`src/rtl/spix_pkg.sv`:
```
`timescale 1ns/1ps
package spix_pkg;
  localparam int BUS_AW = 8;
  localparam int BUS_DW = 32;
  localparam int IRQ_N  = 4;

  localparam logic [BUS_AW-1:0] OFS_IDENT    = 8'h00;
  localparam logic [BUS_AW-1:0] OFS_HOLD     = 8'h40;
  localparam logic [BUS_AW-1:0] OFS_IEN      = 8'h80;
  localparam logic [BUS_AW-1:0] OFS_IPEND    = 8'h84;
  localparam logic [BUS_AW-1:0] OFS_ISRC     = 8'h88;
  localparam logic [BUS_AW-1:0] OFS_SYNC     = 8'hC0;
  localparam logic [BUS_AW-1:0] OFS_CMD_ROOM = 8'hD0;
  localparam logic [BUS_AW-1:0] OFS_TX_ROOM  = 8'hD4;
  localparam logic [BUS_AW-1:0] OFS_RX_LVL   = 8'hD8;
  localparam logic [BUS_AW-1:0] OFS_CMD_PUSH = 8'hE0;
  localparam logic [BUS_AW-1:0] OFS_TX_PUSH  = 8'hE4;
  localparam logic [BUS_AW-1:0] OFS_RX_POP   = 8'hE8;
  localparam logic [BUS_AW-1:0] OFS_RX_PEEK  = 8'hEC;

  // interrupt bit positions, decoded by software
  localparam int IRQ_CMD_LO = 0;
  localparam int IRQ_TX_LO  = 1;
  localparam int IRQ_RX_HI  = 2;
  localparam int IRQ_SYNC   = 3;

  localparam logic [7:0] VER_MAJOR = 8'd1;
endpackage

```
`src/rtl/spix_fifo.sv`:
```
`timescale 1ns/1ps
module spix_fifo #(
  parameter int W     = 8,
  parameter int DEPTH = 16,
  parameter int CW    = $clog2(DEPTH + 1)
) (
  input  logic          clk,
  input  logic          rst,
  input  logic          push,
  input  logic [W-1:0]  din,
  input  logic          pop,
  output logic [W-1:0]  dout,
  output logic          empty,
  output logic          full,
  output logic [CW-1:0] level
);
  localparam int AW = (DEPTH > 1) ? $clog2(DEPTH) : 1;

  logic [W-1:0]  mem [DEPTH];
  logic [AW-1:0] wp, rp;
  logic [CW-1:0] cnt;
  logic          do_push, do_pop;

  assign do_push = push && (cnt != CW'(DEPTH));
  assign do_pop  = pop && (cnt != '0);

  // storage without reset so it can map onto RAM
  always_ff @(posedge clk) begin
    if (do_push) mem[wp] <= din;
  end

  always_ff @(posedge clk) begin
    if (rst) begin
      wp  <= '0;
      rp  <= '0;
      cnt <= '0;
    end else begin
      if (do_push) wp <= (wp == AW'(DEPTH - 1)) ? '0 : wp + 1'b1;
      if (do_pop)  rp <= (rp == AW'(DEPTH - 1)) ? '0 : rp + 1'b1;
      case ({do_push, do_pop})
        2'b10:   cnt <= cnt + 1'b1;
        2'b01:   cnt <= cnt - 1'b1;
        default: cnt <= cnt;
      endcase
    end
  end

  assign dout  = mem[rp];
  assign empty = (cnt == '0);
  assign full  = (cnt == CW'(DEPTH));
  assign level = cnt;
endmodule

```
`src/rtl/spix_irq.sv`:
```
`timescale 1ns/1ps
module spix_irq #(
  parameter int N = 4
) (
  input  logic         clk,
  input  logic         rst,
  input  logic [N-1:0] cond,
  input  logic         en_wr,
  input  logic [N-1:0] en_wdata,
  input  logic         clr_wr,
  input  logic [N-1:0] clr_mask,
  output logic [N-1:0] en_q,
  output logic [N-1:0] pend_q,
  output logic         irq_o
);
  logic [N-1:0] clr_eff;

  assign clr_eff = clr_wr ? clr_mask : '0;

  always_ff @(posedge clk) begin
    if (rst) begin
      en_q   <= '0;
      pend_q <= '0;
      irq_o  <= 1'b0;
    end else begin
      if (en_wr) en_q <= en_wdata;
      // a live condition overrides a clear in the same cycle
      pend_q <= (pend_q & ~clr_eff) | cond;
      irq_o  <= |(pend_q & en_q);
    end
  end
endmodule

```
`src/rtl/spix_host_regs.sv`:
```
`timescale 1ns/1ps
module spix_host_regs
  import spix_pkg::*;
#(
  parameter int         CMD_DEPTH    = 16,
  parameter int         TX_DEPTH     = 16,
  parameter int         RX_DEPTH     = 16,
  parameter int         CMD_LOW_MARK = 4,
  parameter int         TX_LOW_MARK  = 4,
  parameter int         RX_HIGH_MARK = 12,
  parameter int         CMD_W        = 16,
  parameter int         DATA_W       = 8,
  parameter int         ID_W         = 8,
  parameter logic [7:0] VER_MINOR    = 8'd1,
  parameter logic [7:0] VER_PATCH    = 8'd0
) (
  input  logic              clk,
  input  logic              rst,
  input  logic              bus_wr,
  input  logic              bus_rd,
  input  logic [BUS_AW-1:0] bus_addr,
  input  logic [BUS_DW-1:0] bus_wdata,
  output logic [BUS_DW-1:0] bus_rdata,
  output logic              irq_o,
  output logic              eng_rst_o,
  input  logic              cmd_pop_i,
  output logic [CMD_W-1:0]  cmd_data_o,
  output logic              cmd_empty_o,
  input  logic              tx_pop_i,
  output logic [DATA_W-1:0] tx_data_o,
  output logic              tx_empty_o,
  input  logic              rx_push_i,
  input  logic [DATA_W-1:0] rx_data_i,
  output logic              rx_full_o,
  input  logic              sync_evt_i,
  input  logic [ID_W-1:0]   sync_id_i
);
  localparam int CMD_CW = $clog2(CMD_DEPTH + 1);
  localparam int TX_CW  = $clog2(TX_DEPTH + 1);
  localparam int RX_CW  = $clog2(RX_DEPTH + 1);
  localparam int WA     = BUS_AW - 2;

  logic [WA-1:0]     word;
  logic              wr_cmd, wr_tx, wr_ien, wr_ipend, wr_hold, rd_pop;
  logic [CMD_CW-1:0] cmd_lvl;
  logic [TX_CW-1:0]  tx_lvl;
  logic [RX_CW-1:0]  rx_lvl;
  logic              cmd_full, tx_full, rx_empty;
  logic [DATA_W-1:0] rx_head;
  logic [IRQ_N-1:0]  cond, en_q, pend_q;
  logic [ID_W-1:0]   sync_q;
  logic              hold_q;
  logic [BUS_DW-1:0] rd_mux;
  logic              unused_bits;

  assign word     = bus_addr[BUS_AW-1:2];
  assign wr_cmd   = bus_wr && (word == OFS_CMD_PUSH[BUS_AW-1:2]);
  assign wr_tx    = bus_wr && (word == OFS_TX_PUSH[BUS_AW-1:2]);
  assign wr_ien   = bus_wr && (word == OFS_IEN[BUS_AW-1:2]);
  assign wr_ipend = bus_wr && (word == OFS_IPEND[BUS_AW-1:2]);
  assign wr_hold  = bus_wr && (word == OFS_HOLD[BUS_AW-1:2]);
  assign rd_pop   = bus_rd && (word == OFS_RX_POP[BUS_AW-1:2]);

  spix_fifo #(.W(CMD_W), .DEPTH(CMD_DEPTH), .CW(CMD_CW)) u_cmd_fifo (
    .clk(clk), .rst(rst), .push(wr_cmd), .din(bus_wdata[CMD_W-1:0]),
    .pop(cmd_pop_i), .dout(cmd_data_o), .empty(cmd_empty_o),
    .full(cmd_full), .level(cmd_lvl)
  );

  spix_fifo #(.W(DATA_W), .DEPTH(TX_DEPTH), .CW(TX_CW)) u_tx_fifo (
    .clk(clk), .rst(rst), .push(wr_tx), .din(bus_wdata[DATA_W-1:0]),
    .pop(tx_pop_i), .dout(tx_data_o), .empty(tx_empty_o),
    .full(tx_full), .level(tx_lvl)
  );

  spix_fifo #(.W(DATA_W), .DEPTH(RX_DEPTH), .CW(RX_CW)) u_rx_fifo (
    .clk(clk), .rst(rst), .push(rx_push_i), .din(rx_data_i),
    .pop(rd_pop), .dout(rx_head), .empty(rx_empty),
    .full(rx_full_o), .level(rx_lvl)
  );

  // watermark levels and the sync pulse feed the pending register
  always_comb begin
    cond             = '0;
    cond[IRQ_CMD_LO] = int'(cmd_lvl) <= CMD_LOW_MARK;
    cond[IRQ_TX_LO]  = int'(tx_lvl) <= TX_LOW_MARK;
    cond[IRQ_RX_HI]  = int'(rx_lvl) >= RX_HIGH_MARK;
    cond[IRQ_SYNC]   = sync_evt_i;
  end

  spix_irq #(.N(IRQ_N)) u_irq (
    .clk(clk), .rst(rst), .cond(cond),
    .en_wr(wr_ien), .en_wdata(bus_wdata[IRQ_N-1:0]),
    .clr_wr(wr_ipend), .clr_mask(bus_wdata[IRQ_N-1:0]),
    .en_q(en_q), .pend_q(pend_q), .irq_o(irq_o)
  );

  always_ff @(posedge clk) begin
    if (rst) begin
      sync_q <= '0;
      hold_q <= 1'b1;
    end else begin
      if (sync_evt_i) sync_q <= sync_id_i;
      if (wr_hold)    hold_q <= bus_wdata[0];
    end
  end

  assign eng_rst_o = hold_q;

  always_comb begin
    rd_mux = '0;
    case (word)
      OFS_IDENT[BUS_AW-1:2]:    rd_mux = BUS_DW'({VER_MAJOR, VER_MINOR, VER_PATCH});
      OFS_HOLD[BUS_AW-1:2]:     rd_mux = BUS_DW'(hold_q);
      OFS_IEN[BUS_AW-1:2]:      rd_mux = BUS_DW'(en_q);
      OFS_IPEND[BUS_AW-1:2]:    rd_mux = BUS_DW'(pend_q);
      OFS_ISRC[BUS_AW-1:2]:     rd_mux = BUS_DW'(pend_q & en_q);
      OFS_SYNC[BUS_AW-1:2]:     rd_mux = BUS_DW'(sync_q);
      OFS_CMD_ROOM[BUS_AW-1:2]: rd_mux = BUS_DW'(CMD_DEPTH) - BUS_DW'(cmd_lvl);
      OFS_TX_ROOM[BUS_AW-1:2]:  rd_mux = BUS_DW'(TX_DEPTH) - BUS_DW'(tx_lvl);
      OFS_RX_LVL[BUS_AW-1:2]:   rd_mux = BUS_DW'(rx_lvl);
      OFS_RX_POP[BUS_AW-1:2],
      OFS_RX_PEEK[BUS_AW-1:2]:  rd_mux = rx_empty ? '0 : BUS_DW'(rx_head);
      default:                  rd_mux = '0;
    endcase
  end

  always_ff @(posedge clk) begin
    if (rst)         bus_rdata <= '0;
    else if (bus_rd) bus_rdata <= rd_mux;
  end

  assign unused_bits = ^{bus_addr[1:0], bus_wdata, cmd_full, tx_full};
endmodule

```
`config.mk`:
```
export PLATFORM = sky130hd
export DESIGN_NAME = spix_host_regs
export DESIGN_NICKNAME = d
export VERILOG_FILES = /design/src/rtl/spix_pkg.sv /design/src/rtl/spix_fifo.sv /design/src/rtl/spix_irq.sv /design/src/rtl/spix_host_regs.sv
export SDC_FILE = /design/constraint.sdc
export NUM_CORES = 1
export LEC_CHECK = 0
export ABC_AREA = 1
export BUFFER_PORTS_ARGS = -buffer_cell sky130_fd_sc_hd__buf_2
export CORE_MARGIN = 3
export CORE_UTILIZATION = 60
export CTS_BUF_LIST = sky130_fd_sc_hd__clkbuf_4 sky130_fd_sc_hd__clkbuf_8 sky130_fd_sc_hd__clkbuf_16
export CTS_CLUSTER_DIAMETER = 60
export CTS_CLUSTER_SIZE = 20
export DETAILED_ROUTE_END_ITERATION = 8
export MAX_ROUTING_LAYER = met4
export PLACE_DENSITY = 0.79
export SLEW_MARGIN = 15
export SYNTH_ARGS = -nofsm -noshare
export SYNTH_HDL_FRONTEND = slang
export SYNTH_SLANG_ARGS = --single-unit
```
`constraint.sdc`:
```
create_clock -name clk -period 9.5 [get_ports clk]
set_clock_uncertainty 0.15 [all_clocks]
set_input_delay 0.475 -clock clk [delete_from_list [all_inputs] [get_ports clk]]
set_output_delay 0.475 -clock clk [all_outputs]
set_load 0.03 [all_outputs]
```
* Yosys cells after proc, flatten, opt, wreduce, memory -nomap -nowiden *
Memory sizes are Yosys's and may differ from the RTL's. A register that Yosys moved wholly into a read port is not among the register bits.
Cells that the tools add are included.
Widths: inputs -> output; s select.

storage, ports and cells
  logic and storage cells = 116
  bits in writable memories = 512
  memories = 3
  input bits = 64
  register bits after elaboration = 89

cells by class
  add/sub/neg operators = 14
  $lt $le $gt $ge = 3
  bitwise operators = 5
  reduce and logical (&&, ||, !) cells = 24
  equality and inequality tests = 28
  mux-type cells = 24

memories
  name            words  bits a word  rd ports  clocked after memory_dff  write ports  RTL line         source
  u_cmd_fifo.mem  16     16           1         1                         1            spix_fifo.sv:19  logic [W-1:0] mem [DEPTH];
  u_rx_fifo.mem   16     8            1         1                         1            spix_fifo.sv:19
  u_tx_fifo.mem   16     8            1         1                         1            spix_fifo.sv:19

operators by type and width
  kind                 count
  $pmux 32 s10         1
  $eq 6x6->1 const B   11
  $mux 4               13
  $pmux 5 s2           3
  $add 4x1->4 const B  6
  $eq 4x4->1 const B   6
  $add 5x1->5 const B  3
  $logic_not 5->1      3
  $ne 5x5->1 const B   3
  $reduce_bool 5->1    3
  $sub 5x1->5 const B  3
  $and 4x4->4          3
  $logic_and 1x1->1    12
  $sub 5x5->6 const A  2
  $le 5x3->1 const B   2
  $mux 8               1
  $eq 2x1->1 const B   3
  $eq 2x2->1 const B   3
  $eq 6x5->1 const B   1
  $logic_not 6->1      1
  $mux 1               6
  $reduce_bool 2->1    3
  $eq 5x5->1 const B   1
  $ge 5x4->1 const B   1
  other kinds (4)      4

* Logic depth before layout (Yosys ltp) *
Gate-level depths: netlist (run 1).

  word-level depth = 6
  depth in mapped cells = 15
  mapped depth without buffers = 15

* Modules after synthesis *
From an unflattened synthesis (run 1), not the netlist that was laid out.

second synthesis, totals
  cells, all modules = 2363
  area, all modules = 25794.7 sq um

modules (own cells, without submodules)
  module                      cells each  area an instance (sq um)  seq. area each (sq um)  instances
  spix_fifo at u_rx_fifo ...  547         6198.4                    4184.0                  2
  spix_fifo at u_cmd_fifo     953         11415.9                   8027.7                  1
  spix_host_regs              273         1662.8                    380.4                   1
  spix_irq                    43          319.1                     180.2                   1

* Least setup slack after synthesis (run 1) *
Ideal clock, no wire load.

  path type = reg-to-reg
  from = register u_tx_fifo.cnt[0], in the netlist u_tx_fifo.level[0]
  to = register u_tx_fifo.cnt[4], in the netlist u_tx_fifo.level[4]
  data arrival time = 2.790 ns
  setup slack = 6.489 ns
  period minus slack after synthesis = 3.011 ns
  path buffers = 0
  required time = 9.280 ns
  stages on the path, launching flop included = 16
  cell sequence = dfxtp_1 > inv_1 > ha_1 > nand2_1 > nor2_1 > ha_1 > nor4_4 > inv_2 > ha_1 > xor2_1 > ha_1 > a21o_1 > a31oi_1 > xor2_1 > nand2_1 > a21oi_1

between the ends
  longest elaborated chain between the ends = 4
  elaborated cells on any way between the ends = 10

ends and longest elaborated chain
  what                                                 RTL line         source
  start, declared                                      spix_fifo.sv:21  logic [CW-1:0] cnt;
  start signal, assigned                               spix_fifo.sv:41  2'b10: cnt <= cnt + 1'b1;
  start signal, assigned                               spix_fifo.sv:42  2'b01: cnt <= cnt - 1'b1;
  start signal, assigned                               spix_fifo.sv:43  default: cnt <= cnt;
  branches (longest 4 deep; another with $sub 5x1->5)  -

Several ways; the timed one is not identified.
A chain may end at the register's enable or synchronous reset.

==> impl_metrics.yaml, run 1 <==
run_status:
  status: "finished, final reports clean"
power:
  p_sw_share_pct: 30.2
  p_total_mw: 6.06
  vdd.ir_drop.worst_mv: 0.173
  p_clk_share_pct: 29.2
  power_leakage_nw: 10.1
  p_seq_share_pct: 49.0
  power_density_nw_per_um2: 222
  comb_power_share_pct: 21.9
  power_switching_mw: 1.83
  internal_power_mw: 4.23
timing:
  tightest_slew_ps: 1200
  finalHoldViolCount: 0
  setup_tns_ps: 0
  drv_slew: 0
  fin_crit_sh_pct: 40.0
  worst_hold_slack_ps: 68.4
  rsz0062_at_grt: "false"
  timing.fmax_ghz: 0.263
  period_needed_ps: 3800
  max-slew-margin-rel_pct: 19.8
  finalSetupViolCount: 0
worst_setup_path:
  arrival_ps: 3170
  max_stage_delay_ps: 660
  cp_max_fo: 65
  path_class: "reg -> out"
  slowest_stage: "buf_4"
  critPathRequiredTime_ps: 8880
  cp-start-kind: "register"
  critical_path.most_common_cell: "buf_4"
  endpoint_kind: "primary output"
  crit_chain: "buf_4 > inv_2 > buf_4 > o21ai_0 > o211ai_1 > nand2_1 > buf_2"
die:
  start_util_pct: 61.1
  die_area_um2: 44300
  die_x_um: 210
  rows: 74
  ios: 125
  core_um2: 41000
  fp.dieH_um: 210
layout:
  drive_above_1_share_pct: 10.1
  diodes: 0
  fin_nets: 2300
  final_cells: 2759
  areaGrowthSynthToFinish_pct: 8.58
  fin_util_pct: 66.4
routing:
  drt-pass1-iter-count: 5
  num_vias: 16300
  routed_wl_um: 54900
  drcViolationCount: 0
  wl_per_cell_um: 19.9
  routed_via_density: 5.90
  ant_nets: 0
  drtIter0Drc: 1719
synth:
  ys_ff_latch: 591
  yosysWarnings: 0
  ys_types: 40
  syn_area_per_cell_um2: 11.6
  synth_seq_area_share_pct: 67.6
  synth_fp_nets: 2252
  synth_area_um2: 25100
  syn_inst: 2155
global_routing:
  grt_usage_pct: 25.3
  grt_max_degree: 97
  grt_overflow: 0
  grt_pass1_vias: 15700
  antenna_found_initial: 0
  grt_first_pass_wirelength_um: 84800
placement:
  port_buffers: 106
  dp.cells: 2688
  routabilityCongestion: 0.881
  dp.final_hpwl_um: 32700
min_path:
  hold_path.class: "in -> reg"
clock_tree:
  clock_path_buffers: 3
  cts_tree: "yes"
  clk_pin_slew_ps: 70
  clock_latency_ps: 580
  root_buffer: "clkbuf_16"
  htree_num_levels: 2
  numCtsBuffers: 39
  clock_sinks: 591
flow_run:
  max_cap_violations: 0
flip-flops by register name (all words and copies together), names as in the netlist, 5 cells and up, named ones only:
register,flops
bus_rdata,10
sync_q,8
u_cmd_fifo.level,5
u_cmd_fifo.mem,256
u_rx_fifo.level,5
u_rx_fifo.mem,128
u_tx_fifo.level,5
u_tx_fifo.mem,128
metal layers:
layer | share of wire [%] | up-vias | GRT usage (%) | routed length, um
met5 | 0 | - | - | 0
li1 | - | 7598 | - | -
met3 | 8.8 | 123 | 4.12 | 4810
met2 | 48 | 740 | 40.4 | 26400
met4 | 3.1 | 0 | 8.94 | 1680
met1 | 40 | 7809 | 33.5 | 22000
worst paths after layout:
check                                       start                               to  slack [ps]  cells past startpoint
setup / recovery                         register                    cmd_data_o[5]        5700                      7
hold reg to reg            sync_q[2]$_SDFFE_PP0P_           sync_q[2]$_SDFFE_PP0P_         320                      2
setup reg to reg  u_tx_fifo.level[0]$_SDFFE_PP0P_  u_tx_fifo.level[4]$_SDFFE_PP0P_        5930                     15
hold / removal                       sync_id_i[2]           sync_q[2]$_SDFFE_PP0P_          70                      3
final cells by class:
class,count,area (um^2)
Multi-Input combinational cell,1199,6670
Tap cell,532,666
Timing Repair Buffer,128,711
Sequential cell,591,17000
Clock buffer,52,1140
Inverter,244,916
Fill cell,2951,13800
Clock inverter,13,150
repair_timing:
action | in CTS | in global routing
resized for setup | 0 | 0
setup buffers | 0 | 0
endpoints found under the hold margin | 6 | 0
hold buffers | 6 | 0
setup endpoints to repair | 0 | 0
metrics by stage:
stage	area, um^2	worst slack, ps
3_5_place_dp	25800	5990
5_1_grt	27200	5580
4_1_cts	27200	5730
3_3_place_gp	25800	6090
6_report	27200	5700
2_1_floorplan	25100	6490
critical path: cells and delay by family, from the launching register on:
family	cells	cell delay (ps)
and+or+nand+nor	1	160
buffers and inverters	4	1670
DFF	1	310
AOI/OAI and AO/OA	2	410
cell families (layout without fill, tap and decap cells):
family | Yosys count | count (layout) | share of synthesized area (%)
AOI/OAI and AO/OA | 413 | 413 | 9.36
xor gates and xnor gates | 26 | 26 | 0.908
adders and majority gates | 33 | 33 | 1.65
buffers and inverters | 365 | 437 | 6.03
DFF | 591 | 591 | 67.6
muxes | 96 | 96 | 3.83
and+or+nand+nor | 631 | 631 | 10.6
cells in the mapped netlist:
cell type | count | area (um^2)
nor3b_1 | 2 | 15.0
o211ai_1 | 97 | 728
o21a_1 | 1 | 7.51
nand3_1 | 145 | 726
nor2_1 | 110 | 413
xor2_1 | 20 | 175
o21ai_0 | 148 | 741
buf_2 | 30 | 150
nand2_1 | 341 | 1280
clkbuf_1 | 55 | 206
a41oi_1 | 1 | 8.76
mux2i_1 | 96 | 961
a21oi_1 | 146 | 731
o21ai_2 | 1 | 8.76
inv_1 | 238 | 893
xnor2_1 | 6 | 52.6
a21o_1 | 3 | 22.5
nand4_1 | 11 | 68.8
buf_1 | 8 | 30.0
nor2_4 | 1 | 11.3
clkinv_1 | 1 | 3.75
nor2_2 | 3 | 18.8
dfxtp_1 | 79 | 1580
nor4_4 | 1 | 21.3
edfxtp_1 | 512 | 15400
clkbuf_4 | 1 | 7.51
a211oi_2 | 1 | 12.5
o22ai_1 | 1 | 6.26
nand3_2 | 1 | 10.0
buf_4 | 27 | 203
nor4_1 | 2 | 12.5
nand3b_1 | 1 | 7.51
a31oi_1 | 3 | 18.8
or2_2 | 2 | 12.5
nand2_2 | 2 | 12.5
ha_1 | 33 | 413
o21bai_1 | 3 | 22.5
nor3_1 | 9 | 45.0
o21ai_1 | 8 | 40.0
inv_2 | 5 | 18.8
power groups by stage:
stage | clock network, mW | registers (mW) | logic [mW]
final | 1.77 | 2.97 | 1.32
after global routing | 1.88 | 2.98 | 1.45
after CTS | 1.79 | 2.96 | 1.32
after detailed placement | 0 | 3.02 | 1.30
after global placement | 0 | 3.02 | 1.25
after floorplan | 0 | 2.96 | 1.01
layout by cell type (no fill, tap or decap), types with 11 or more instances in the layout:
master,count
a21oi_1,146
buf_2,106
buf_4,16
clkbuf_16,42
dfxtp_1,74
edfxtp_1,512
ha_1,33
inv_1,238
mux2i_1,96
nand2_1,341
nand3_1,145
nand4_1,11
nor2_1,94
nor2_2,15
o211ai_1,97
o21ai_0,148
xor2_1,20
(Power assumes the default switching activity.)
==> run 2, diff against run 1 <==
==> constraint.sdc (replaced) <==
create_clock -name clk -period 3.55 [get_ports clk]
set_clock_uncertainty 0.15 [all_clocks]
set_input_delay 0.1775 -clock clk [delete_from_list [all_inputs] [get_ports clk]]
set_output_delay 0.1775 -clock clk [all_outputs]
set_load 0.03 [all_outputs]
==> run 2 against run 1 <==
  * Final cell count up 3.1%
  * Die area stayed put
  * Design area is 2.7% higher
  * Non-clock buffer count grew 81
  * Largest power group unchanged
  * Wire length is 1.1% higher
  * Hold slack got worse by 60 ps
  * Clock-buffer cell count is 1 lower
  * Worst setup slack got worse by 5400 ps
  * First-iteration DRC count decreased by 11%
  * Utilization rose by 1.8 points
  * Sequential share of layout area is 1.6 points lower
==> impl_metrics.yaml, run 2 (synthesis gave the netlist of run 1 again) <==
die:
  fp.dieH_um: 210
  ios: 125
  die_area_um2: 44300
  start_util_pct: 61.1
  rows: 74
  core_um2: 41000
  die_x_um: 210
global_routing:
  grt_max_degree: 65
  grt_usage_pct: 25.8
  grt_overflow: 0
  antenna_found_initial: 1
  grt_first_pass_wirelength_um: 86600
  grt_pass1_vias: 16300
power:
  vdd.ir_drop.worst_mv: 0.497
  comb_power_share_pct: 22.4
  internal_power_mw: 11.3
  p_seq_share_pct: 48.8
  p_total_mw: 16.2
  power_density_nw_per_um2: 580
  p_clk_share_pct: 28.8
  power_switching_mw: 4.90
  p_sw_share_pct: 30.2
  power_leakage_nw: 10.5
worst_setup_path:
  r2r_end: "u_tx_fifo.level[4]$_SDFFE_PP0P_"
  endpoint_kind: "register"
  critical_path.most_common_cell: "ha_1"
  critPathRequiredTime_ps: 3900
  cp.depth: 15
  max_stage_delay_ps: 390
  worst-r2r-cell-count: 15
  slowest_stage: "dfxtp_1"
  ff2ff_setup_slack_ps: 320
  critPathBufInv: 2
  crit_chain: "inv_1 > ha_1 > nand2_1 > nor2_1 > ha_1 > nor4_4 > inv_2 > ha_1 > xor2_1 > ha_1 > a21o_1 > a31oi_1 > xor2_1 > nand2_1 > a21oi_1"
  cp_max_fo: 5
  arrival_ps: 3580
  path_class: "reg -> reg"
  cp-start-kind: "register"
  r2r_start: "u_tx_fifo.level[0]$_SDFFE_PP0P_"
  endpoint: "u_tx_fifo.level[4]$_SDFFE_PP0P_"
  crit_family: "adder cells"
  startpoint: "u_tx_fifo.level[0]$_SDFFE_PP0P_"
clock_tree:
  cts_setup_buffers: 0
  clock_sinks: 591
  clk_pin_slew_ps: 80
  clock_path_buffers: 3
  clock_latency_ps: 580
  htree_num_levels: 2
  numCtsBuffers: 39
  root_buffer: "clkbuf_16"
  cts_resized: 0
  cts_tree: "yes"
routing:
  routed_wl_um: 55500
  drt-pass1-iter-count: 6
  wl_per_cell_um: 19.5
  drcViolationCount: 0
  num_vias: 16500
  ant_nets: 0
  drtIter0Drc: 1538
  routed_via_density: 5.81
timing:
  finalSetupViolCount: 0
  setup_tns_ps: 0
  worst_hold_slack_ps: 8.49
  period_needed_ps: 3230
  drv_slew: 0
  setup_ws_ps: 324
  tightest_slew_ps: 1080
  rsz0062_at_grt: "false"
  finalHoldViolCount: 0
  max-slew-margin-rel_pct: 27.9
  timing.fmax_ghz: 0.310
  fin_crit_sh_pct: 90.9
min_path:
  hold_path.class: "in -> reg"
layout:
  reg_top3: "u_cmd_fifo.mem: 256 flops, u_rx_fifo.mem: 128 flops, u_tx_fifo.mem: 128 flops"
  largest_register: "u_cmd_fifo.mem"
  final_cell_mix: "512 x edfxtp_1, 341 x nand2_1, 238 x inv_1"
  fin_util_pct: 68.1
  drive_above_1_share_pct: 11.3
  fillers: 2886
  largest_reg_flops: 256
  final_common_cell: "edfxtp_1"
  fin_nets: 2381
  areaGrowthSynthToFinish_pct: 11.5
flow_run:
  max_cap_violations: 0
placement:
  dp.final_hpwl_um: 33900
  pre_cts_ws_ps: 363
  port_buffers: 106
  routabilityCongestion: 0.880
run_status:
  status: "finished, final reports clean"
==> run 2: per-layer routing <==
layer	share of wire, %	GRT usage, %	vias to the layer above
met2	50	42.5	699
met1	40	33.7	7953
met4	3.0	8.85	0
met3	7.6	3.20	112
li1	-	-	7758
met5	0	-	-
==> run 2: metrics by stage <==
| stage | instance area [um^2] | std cells |
|---|---|---|
| final | 27900 | 2844 |
| after global routing | 27900 | 2844 |
| after CTS | 27900 | 2843 |
| after detailed placement | 26100 | 2721 |
| after global placement | 26100 | 2721 |
| after floorplan | 25100 | 2155 |
==> run 2: repair_timing <==
action                                  CTS  global route
hold buffers                             54             0
hold endpoints to repair                367             0
endpoints found under the setup margin    0             0
==> run 2: worst min path at each step <==
stage                       from                              to  slack (ps)  depth (start not counted)
finish              bus_wdata[7]  u_cmd_fifo.mem[3][7]$_DFFE_PP_           8                          1
detailed placement  sync_id_i[1]          sync_q[1]$_SDFFE_PP0P_         270                          3
CTS                 bus_wdata[7]  u_cmd_fifo.mem[3][7]$_DFFE_PP_         0.4                          1
global route        bus_wdata[7]  u_cmd_fifo.mem[0][7]$_DFFE_PP_          10                          1
floorplan           bus_wdata[0]  u_cmd_fifo.mem[0][0]$_DFFE_PP_         130                          0
global placement    sync_id_i[6]          sync_q[6]$_SDFFE_PP0P_         280                          3
==> run 2: worst register-to-register path, cell delays in order (launching register included) <==
cell and delay (ps):
dfxtp_1 390, inv_1 110, ha_1 220, nand2_1 90, nor2_1 60, ha_1 230
nor4_4 360, inv_2 120, ha_1 300, xor2_1 180, ha_1 190, a21o_1 180
a31oi_1 190, xor2_1 190, nand2_1 70, a21oi_1 120
==> run 2: power groups by stage <==
stage / clock (mW) / combinational [mW] / sequential [mW]
2_1_floorplan: 0 / 2.69 / 7.92
3_3_place_gp: 0 / 3.43 / 8.06
3_5_place_dp: 0 / 3.56 / 8.07
4_1_cts: 4.73 / 3.63 / 7.91
5_1_grt: 5.01 / 4.00 / 7.94
6_report: 4.66 / 3.63 / 7.91
==> run 2: layout make-up <==
class,count,area (um^2),area share [%]
flip-flops and latches,591,17000,60.7
multi-input cells,1199,6640,23.8
repair buffers,209,1480,5.28
clock buffers,51,1090,3.90
inverters,244,916,3.28
well taps,532,666,2.38
clock inverters,17,186,0.667
diodes,1,2.50,0.00895
